### src/rtl/uart_tx_pkg.sv
// Package: shared constants and types for the gated UART transmitter.
// Assumes 8-bit characters and fixed XON/XOFF codes.
package uart_tx_pkg;
    localparam int BYTE_W = 8;
    localparam logic [BYTE_W-1:0] XON_CODE  = 8'h11;
    localparam logic [BYTE_W-1:0] XOFF_CODE = 8'h13;

    typedef enum logic {
        FLOW_XON  = 1'b0,
        FLOW_XOFF = 1'b1
    } flow_kind_e;
endpackage

### src/rtl/tx_byte_fifo.sv
// Module: synchronous byte queue with an exact occupancy count.
// Assumes DEPTH >= 2. A push into a full queue is dropped, even when a
// pop happens in the same cycle. A pop of an empty queue is ignored.
module tx_byte_fifo #(
    parameter int DEPTH = 16,
    localparam int AW   = $clog2(DEPTH),
    localparam int CW   = $clog2(DEPTH + 1)
) (
    input  logic                            clk,
    input  logic                            rst_n,
    input  logic                            push,
    input  logic [uart_tx_pkg::BYTE_W-1:0]  din,
    input  logic                            pop,
    output logic [uart_tx_pkg::BYTE_W-1:0]  dout,
    output logic                            full,
    output logic                            empty,
    output logic [CW-1:0]                   count
);
    import uart_tx_pkg::*;

    logic [BYTE_W-1:0] mem [DEPTH];
    logic [AW-1:0]     wr_ptr, rd_ptr;
    logic              do_push, do_pop;

    assign full    = (count == CW'(DEPTH));
    assign empty   = (count == '0);
    assign do_push = push && !full;
    assign do_pop  = pop && !empty;
    assign dout    = mem[rd_ptr];

    // Storage write; entries need no reset.
    always_ff @(posedge clk) begin
        if (do_push) mem[wr_ptr] <= din;
    end

    // Pointer and count upkeep.
    always_ff @(posedge clk) begin
        if (!rst_n) begin
            wr_ptr <= '0;
            rd_ptr <= '0;
            count  <= '0;
        end else begin
            if (do_push) wr_ptr <= (wr_ptr == AW'(DEPTH - 1)) ? '0 : wr_ptr + 1'b1;
            if (do_pop)  rd_ptr <= (rd_ptr == AW'(DEPTH - 1)) ? '0 : rd_ptr + 1'b1;
            case ({do_push, do_pop})
                2'b10:   count <= count + 1'b1;
                2'b01:   count <= count - 1'b1;
                default: count <= count;
            endcase
        end
    end


    count_bound_chk: assert property (@(posedge clk) disable iff (!rst_n)
        count <= CW'(DEPTH));

    drop_on_full_chk: assert property (@(posedge clk) disable iff (!rst_n)
        (full && push && !pop) |=> (count == CW'(DEPTH)));
endmodule

### src/rtl/tx_frame_shifter.sv
// Module: shifts one 8N1 frame per load, one bit per baud_tick interval.
// Assumes load is only raised in a cycle where baud_tick is 1 and the shifter
// is either empty or finishing its stop bit (frame boundary).
module tx_frame_shifter (
    input  logic                            clk,
    input  logic                            rst_n,
    input  logic                            tick,
    input  logic                            load,
    input  logic [uart_tx_pkg::BYTE_W-1:0]  load_data,
    output logic                            busy,
    output logic                            frame_end,
    output logic                            bit_out
);
    import uart_tx_pkg::*;

    localparam int FRAME_BITS = BYTE_W + 2;
    localparam int CNT_W      = $clog2(FRAME_BITS);
    localparam logic [CNT_W-1:0] LAST_BIT = CNT_W'(FRAME_BITS - 1);

    logic [FRAME_BITS-1:0] shreg;
    logic [CNT_W-1:0]      bit_cnt;

    assign frame_end = tick && busy && (bit_cnt == LAST_BIT);
    assign bit_out   = busy ? shreg[0] : 1'b1;

    // Frame load, bit advance and end-of-frame release.
    always_ff @(posedge clk) begin
        if (!rst_n) begin
            shreg   <= '1;
            bit_cnt <= '0;
            busy    <= 1'b0;
        end else if (tick) begin
            if (load) begin
                shreg   <= {1'b1, load_data, 1'b0};
                bit_cnt <= '0;
                busy    <= 1'b1;
            end else if (busy) begin
                if (bit_cnt == LAST_BIT) begin
                    busy <= 1'b0;
                end else begin
                    shreg   <= {1'b1, shreg[FRAME_BITS-1:1]};
                    bit_cnt <= bit_cnt + 1'b1;
                end
            end
        end
    end


    load_on_boundary_chk: assert property (@(posedge clk) disable iff (!rst_n)
        load |-> (tick && (!busy || frame_end)));

    bit_hold_chk: assert property (@(posedge clk) disable iff (!rst_n)
        (busy && !tick) |=> $stable(bit_out));

    idle_mark_chk: assert property (@(posedge clk) disable iff (!rst_n)
        !busy |-> bit_out);
endmodule

### src/rtl/tx_flow_arbiter.sv
// Module: picks what the next frame carries at each frame boundary.
// A pending flow character wins. Otherwise the head byte is taken only when
// no hold applies. Assumes flow_send is a one-cycle pulse; a new pulse while
// one is still pending replaces its kind.
module tx_flow_arbiter (
    input  logic                            clk,
    input  logic                            rst_n,
    input  logic                            boundary,
    input  logic                            fifo_empty,
    input  logic [uart_tx_pkg::BYTE_W-1:0]  fifo_head,
    input  logic                            tx_disable,
    input  logic                            xoff_hold,
    input  logic                            dsr_flow_en,
    input  logic                            dsr_n,
    input  logic                            flow_send,
    input  logic                            flow_kind,
    output logic                            load,
    output logic [uart_tx_pkg::BYTE_W-1:0]  load_data,
    output logic                            pop
);
    import uart_tx_pkg::*;

    logic       pend;
    flow_kind_e pend_kind;
    logic       data_hold;
    logic       take_flow;

    assign data_hold = tx_disable || xoff_hold || (dsr_flow_en && dsr_n);
    assign take_flow = boundary && pend;
    assign pop       = boundary && !pend && !fifo_empty && !data_hold;
    assign load      = take_flow || pop;

    // Payload select: flow character or the queue head.
    always_comb begin
        if (pend) load_data = (pend_kind == FLOW_XOFF) ? XOFF_CODE : XON_CODE;
        else      load_data = fifo_head;
    end

    // Flow request latch, cleared when its frame is loaded.
    always_ff @(posedge clk) begin
        if (!rst_n) begin
            pend      <= 1'b0;
            pend_kind <= FLOW_XON;
        end else if (flow_send) begin
            pend      <= 1'b1;
            pend_kind <= flow_kind_e'(flow_kind);
        end else if (take_flow) begin
            pend <= 1'b0;
        end
    end


    disable_blocks_chk: assert property (@(posedge clk) disable iff (!rst_n)
        pop |-> !tx_disable);

    xoff_blocks_chk: assert property (@(posedge clk) disable iff (!rst_n)
        pop |-> !xoff_hold);

    dsr_blocks_chk: assert property (@(posedge clk) disable iff (!rst_n)
        pop |-> !(dsr_flow_en && dsr_n));

    flow_first_chk: assert property (@(posedge clk) disable iff (!rst_n)
        (boundary && pend) |-> (load && !pop));
endmodule

### src/rtl/uart_tx_gate.sv
// Module: top of the gated UART transmitter: queue, arbiter and shifter.
// Assumes baud_tick is a one-cycle strobe per bit interval from an external
// rate generator. Control inputs are levels sampled at frame boundaries.
module uart_tx_gate #(
    parameter int FIFO_DEPTH = 16,
    localparam int LVL_W     = $clog2(FIFO_DEPTH + 1)
) (
    input  logic             clk,
    input  logic             rst_n,
    input  logic             baud_tick,
    input  logic             wr_en,
    input  logic [7:0]       wr_data,
    input  logic             tx_disable,
    input  logic             xoff_hold,
    input  logic             dsr_flow_en,
    input  logic             dsr_n,
    input  logic             flow_send,
    input  logic             flow_kind,
    output logic             serial_out,
    output logic [LVL_W-1:0] fill_level,
    output logic             fifo_full,
    output logic             tx_empty,
    output logic             tx_idle
);
    import uart_tx_pkg::*;

    logic              fifo_empty, fifo_pop;
    logic [BYTE_W-1:0] fifo_head, load_data;
    logic              sh_busy, sh_end, sh_load, boundary;

    tx_byte_fifo #(.DEPTH(FIFO_DEPTH)) u_fifo (
        .clk   (clk),
        .rst_n (rst_n),
        .push  (wr_en),
        .din   (wr_data),
        .pop   (fifo_pop),
        .dout  (fifo_head),
        .full  (fifo_full),
        .empty (fifo_empty),
        .count (fill_level)
    );

    assign boundary = baud_tick && (!sh_busy || sh_end);

    tx_flow_arbiter u_arb (
        .clk         (clk),
        .rst_n       (rst_n),
        .boundary    (boundary),
        .fifo_empty  (fifo_empty),
        .fifo_head   (fifo_head),
        .tx_disable  (tx_disable),
        .xoff_hold   (xoff_hold),
        .dsr_flow_en (dsr_flow_en),
        .dsr_n       (dsr_n),
        .flow_send   (flow_send),
        .flow_kind   (flow_kind),
        .load        (sh_load),
        .load_data   (load_data),
        .pop         (fifo_pop)
    );

    tx_frame_shifter u_shift (
        .clk       (clk),
        .rst_n     (rst_n),
        .tick      (baud_tick),
        .load      (sh_load),
        .load_data (load_data),
        .busy      (sh_busy),
        .frame_end (sh_end),
        .bit_out   (serial_out)
    );

    assign tx_empty = !sh_busy;
    assign tx_idle  = !sh_busy && fifo_empty;


    idle_means_drained_chk: assert property (@(posedge clk) disable iff (!rst_n)
        tx_idle |-> (fill_level == '0 && serial_out));

    empty_after_stop_chk: assert property (@(posedge clk) disable iff (!rst_n)
        $rose(tx_empty) |-> $past(sh_end));
endmodule

### config.mk
export PLATFORM = sky130hd
export DESIGN_NAME = uart_tx_gate
export DESIGN_NICKNAME = d
export VERILOG_FILES = /design/src/rtl/uart_tx_pkg.sv /design/src/rtl/tx_byte_fifo.sv /design/src/rtl/tx_frame_shifter.sv /design/src/rtl/tx_flow_arbiter.sv /design/src/rtl/uart_tx_gate.sv
export SDC_FILE = /design/constraint.sdc
export NUM_CORES = 1
export LEC_CHECK = 0
export ABC_AREA = 1
export BUFFER_PORTS_ARGS = -buffer_cell sky130_fd_sc_hd__buf_4
export CORE_MARGIN = 2
export CORE_UTILIZATION = 28
export CTS_BUF_LIST = sky130_fd_sc_hd__clkbuf_4
export DETAILED_ROUTE_END_ITERATION = 10
export MAX_ROUTING_LAYER = met4
export SKIP_LAST_GASP = 1
export SYNTH_ARGS = -nofsm -noshare
export SYNTH_HDL_FRONTEND = slang
export SYNTH_SLANG_ARGS = --single-unit
export TNS_END_PERCENT = 20
### constraint.sdc
create_clock -name clk -period 2.49 [get_ports clk]
set_input_delay 0.3735 -clock clk [delete_from_list [all_inputs] [get_ports clk]]
set_output_delay 0.3735 -clock clk [all_outputs]
set_load 0.02 [all_outputs]
==> out/metrics.yaml <==
yosysTopAreaCellShare_pct: 55.7
io_pins: 27
drcViolationCount: 0
fmax_ghz: 0.439
async_reset_ff_share_pct: 0
fin_ws_ns: 0.213
timing_hold_violations_final: 0
die_y_um: 161
use_met3_pct: 2.54
vdd.ir_drop.worst_v: 0.000450
path_class: "register to register"
root_buffer: "clkbuf_4"
syn_inst: 664
ys.warnings.count: 0
worstSkewPairLatency_ns: 0.56
drtIter0Drc: 316
clk_pin_slew_ns: 0.13
place_ws_ns: 0.180
viasPerCell: 4.48
nets: 731
p_leak_nw: 2.93
cts_max_level: 4
postSynthAreaPerCell_um2: 10.4
fin_skew_ns: 0.0172
syn_to_final_growth_pct: 13.2
post-route-util_pct: 32.2
syn_nets: 693
antenna_found_initial: 1
wl_per_cell_um: 14.7
dieArea_um2: 25900
fp-row-count: 57
start_kind: "register"
place_congestion: 0.784
powerDensity_nw_per_um2: 627
initial_core_util_pct: 28.5
grt_pass1_vias: 4316
cts_buffers: 17
arrival_ns: 2.73
hold_start: "flow_kind"
grt_use_met1_pct: 15.2
synth-seq-cells: 161
cts_tree: "yes"
cts.sinks: 161
dr.pass1.iters: 5
post-dp-hpwl_um: 9480
finalSetupTns_ns: 0
yosys.area.top_type: "edfxtp_1"
syn_area_um2: 6900
ant_nets: 0
ys_types: 28
synth.area.top_cells: "edfxtp_1 (56%), dfxtp_1 (9.6%), nor2_1 (6.9%), nand3_1 (5.2%), nand2_1 (4.2%)"
finalSetupViolCount: 0
seq_area_frac_synth_pct: 65.3
ys.flop_type: "edfxtp_1"
status: "finished clean"
vias: 4663
crit_required_ns: 2.94
fin_crit_sh_pct: 91.5
crit_path_end_kind: "register"
rsz0062_at_grt: "false"
hold_class: "primary input to register"
critPathMaxFanout: 4
regToRegSetupSlack_ns: 0.21
wl_um: 15300
grt_max_degree: 71
maxCapViolations: 0
hold_end: "u_arb.pend_kind"
grt.total_usage_pct: 12.4
maxSlewHeadroom_pct: 60.8
grt.busiest_layer: "met2"
die_w_um: 161
rr_endpoint: "u_fifo.count[4]"
rr_startpoint: "u_shift.bit_cnt[1]"
use_met2_pct: 20.5
nFillCells: 2503
r2r_cells: 16
ctsLongestPathBuffers: 2
final_common_cell: "edfxtp_1"
slew_violations: 0
min_period_ns: 2.28
grt.overflow.total: 0
worstMarginPinSlew_ns: 0.588
whs_path_depth: 3
grt_pass1_wl_um: 23700
numPortBuffers: 26
synth_enable_flop_cells: 128
core_area_um2: 24200
mostFrequentLayoutCells: "edfxtp_1 (128), nor2_1 (126), nand2_1 (77), nand3_1 (72), inv_1 (56)"
drive_gt1_share_pct: 13.6
-- state kept, by name, indices dropped and copies added, names as in the netlist, named ones only --
register	count
u_shift.busy	1
u_shift.shreg	9
u_arb.pend_kind	1
u_fifo.rd_ptr	4
u_fifo.count	5
u_shift.bit_cnt	4
u_arb.pend	1
u_fifo.wr_ptr	4
u_fifo.mem	128
-- metal layers --
| metal | vias up | share of wire, % |
|---|---|---|
| met4 | 0 | 1.6 |
| met5 | - | 0 |
| met3 | 17 | 3.7 |
| met2 | 91 | 50 |
| met1 | 2226 | 45 |
| li1 | 2329 | - |
-- power by group --
part / leakage (nW) / switching [W] / internal (W)
sequential: 1.43 / 0.0000321 / 0.00295
clock: 0.139 / 0.000903 / 0.000599
combinational: 1.36 / 0.000276 / 0.000138
total: 2.93 / 0.00121 / 0.00369
-- cell type report --
cell class / count / area (µm²) / area share, %
sequential: 161 / 4510 / 57.7
multi-input combinational: 415 / 2010 / 25.7
tap: 324 / 405 / 5.19
timing repair buffer: 49 / 393 / 5.03
inverter: 58 / 218 / 2.78
clock inverter: 14 / 140 / 1.79
clock buffer: 18 / 135 / 1.73
antenna: 3 / 7.51 / 0.0960
-- critical path, stage by stage, from the launching register on --
cell,delay (ns)
dfxtp_1,0.39
inv_1,0.07
ha_1,0.18
nand2_1,0.09
nand2_2,0.07
nand2_1,0.09
nor2_2,0.06
ha_2,0.20
xor2_1,0.17
ha_1,0.19
or2_2,0.31
nand3_1,0.09
nand2_1,0.06
nand2_1,0.05
nand2_1,0.04
nand2_1,0.06
a21oi_1,0.06
-- timing repair --
| item | CTS | global route |
|---|---|---|
| endpoints found under the hold margin | 0 | 0 |
| buffers inserted | 0 | 0 |
| hold buffers | 0 | 0 |
| gates resized for setup | 0 | 2 |
| setup endpoints to repair | 0 | 2 |
-- cells in the mapped netlist (all sizes together), types with 3 or more instances --
cell type and n:
ha 11, a21oi 18, nand3 72, xor2 8, o21ai 70, nor2 131
clkbuf 9, nand4 3, edfxtp 128, nand2 83, o211ai 8, nand3b 5
buf 21, inv 58, dfxtp 33
-- cell families (layout without fill, tap and decap cells) --
kind of cell    after synthesis  after routing  share of synthesized area [%]
flops                       161            161                           65.3
xor+xnor                      9              9                           1.14
other cells                   0              3                              0
fa+ha+maj                    11             11                           1.99
buf+inv                      88            139                           5.64
simple gates                296            296                           18.4
compound gates               99             99                           7.58
-- per-stage QoR --
stage / area (µm²) / hold WS [ns] / total power [W] / instances
detailed placement: 7530 / 0.474 / 0.00346 / 1007
floorplan: 6900 / 0.447 / 0.00329 / 664
CTS: 7810 / 0.00335 / 0.00495 / 1039
finish: 7820 / 0.0319 / 0.00490 / 1042
global route: 7820 / 0.00571 / 0.00508 / 1042
global placement: 7530 / 0.471 / 0.00346 / 1007
-- how the worst max path moves through the flow --
stage	start	to	slack, ns	cells past startpoint
after floorplan	u_shift.bit_cnt[1]	u_fifo.count[4]	0.20	17
after detailed placement	xoff_hold	u_fifo.count[4]	0.18	16
final	u_shift.bit_cnt[1]	u_fifo.count[4]	0.21	16
after CTS	u_shift.bit_cnt[0]	u_fifo.count[4]	0.15	15
after global placement	xoff_hold	u_fifo.count[4]	0.21	16
after global routing	u_shift.bit_cnt[1]	u_fifo.count[4]	0.009	15
Note: power is estimated with default switching activity, not from simulation.
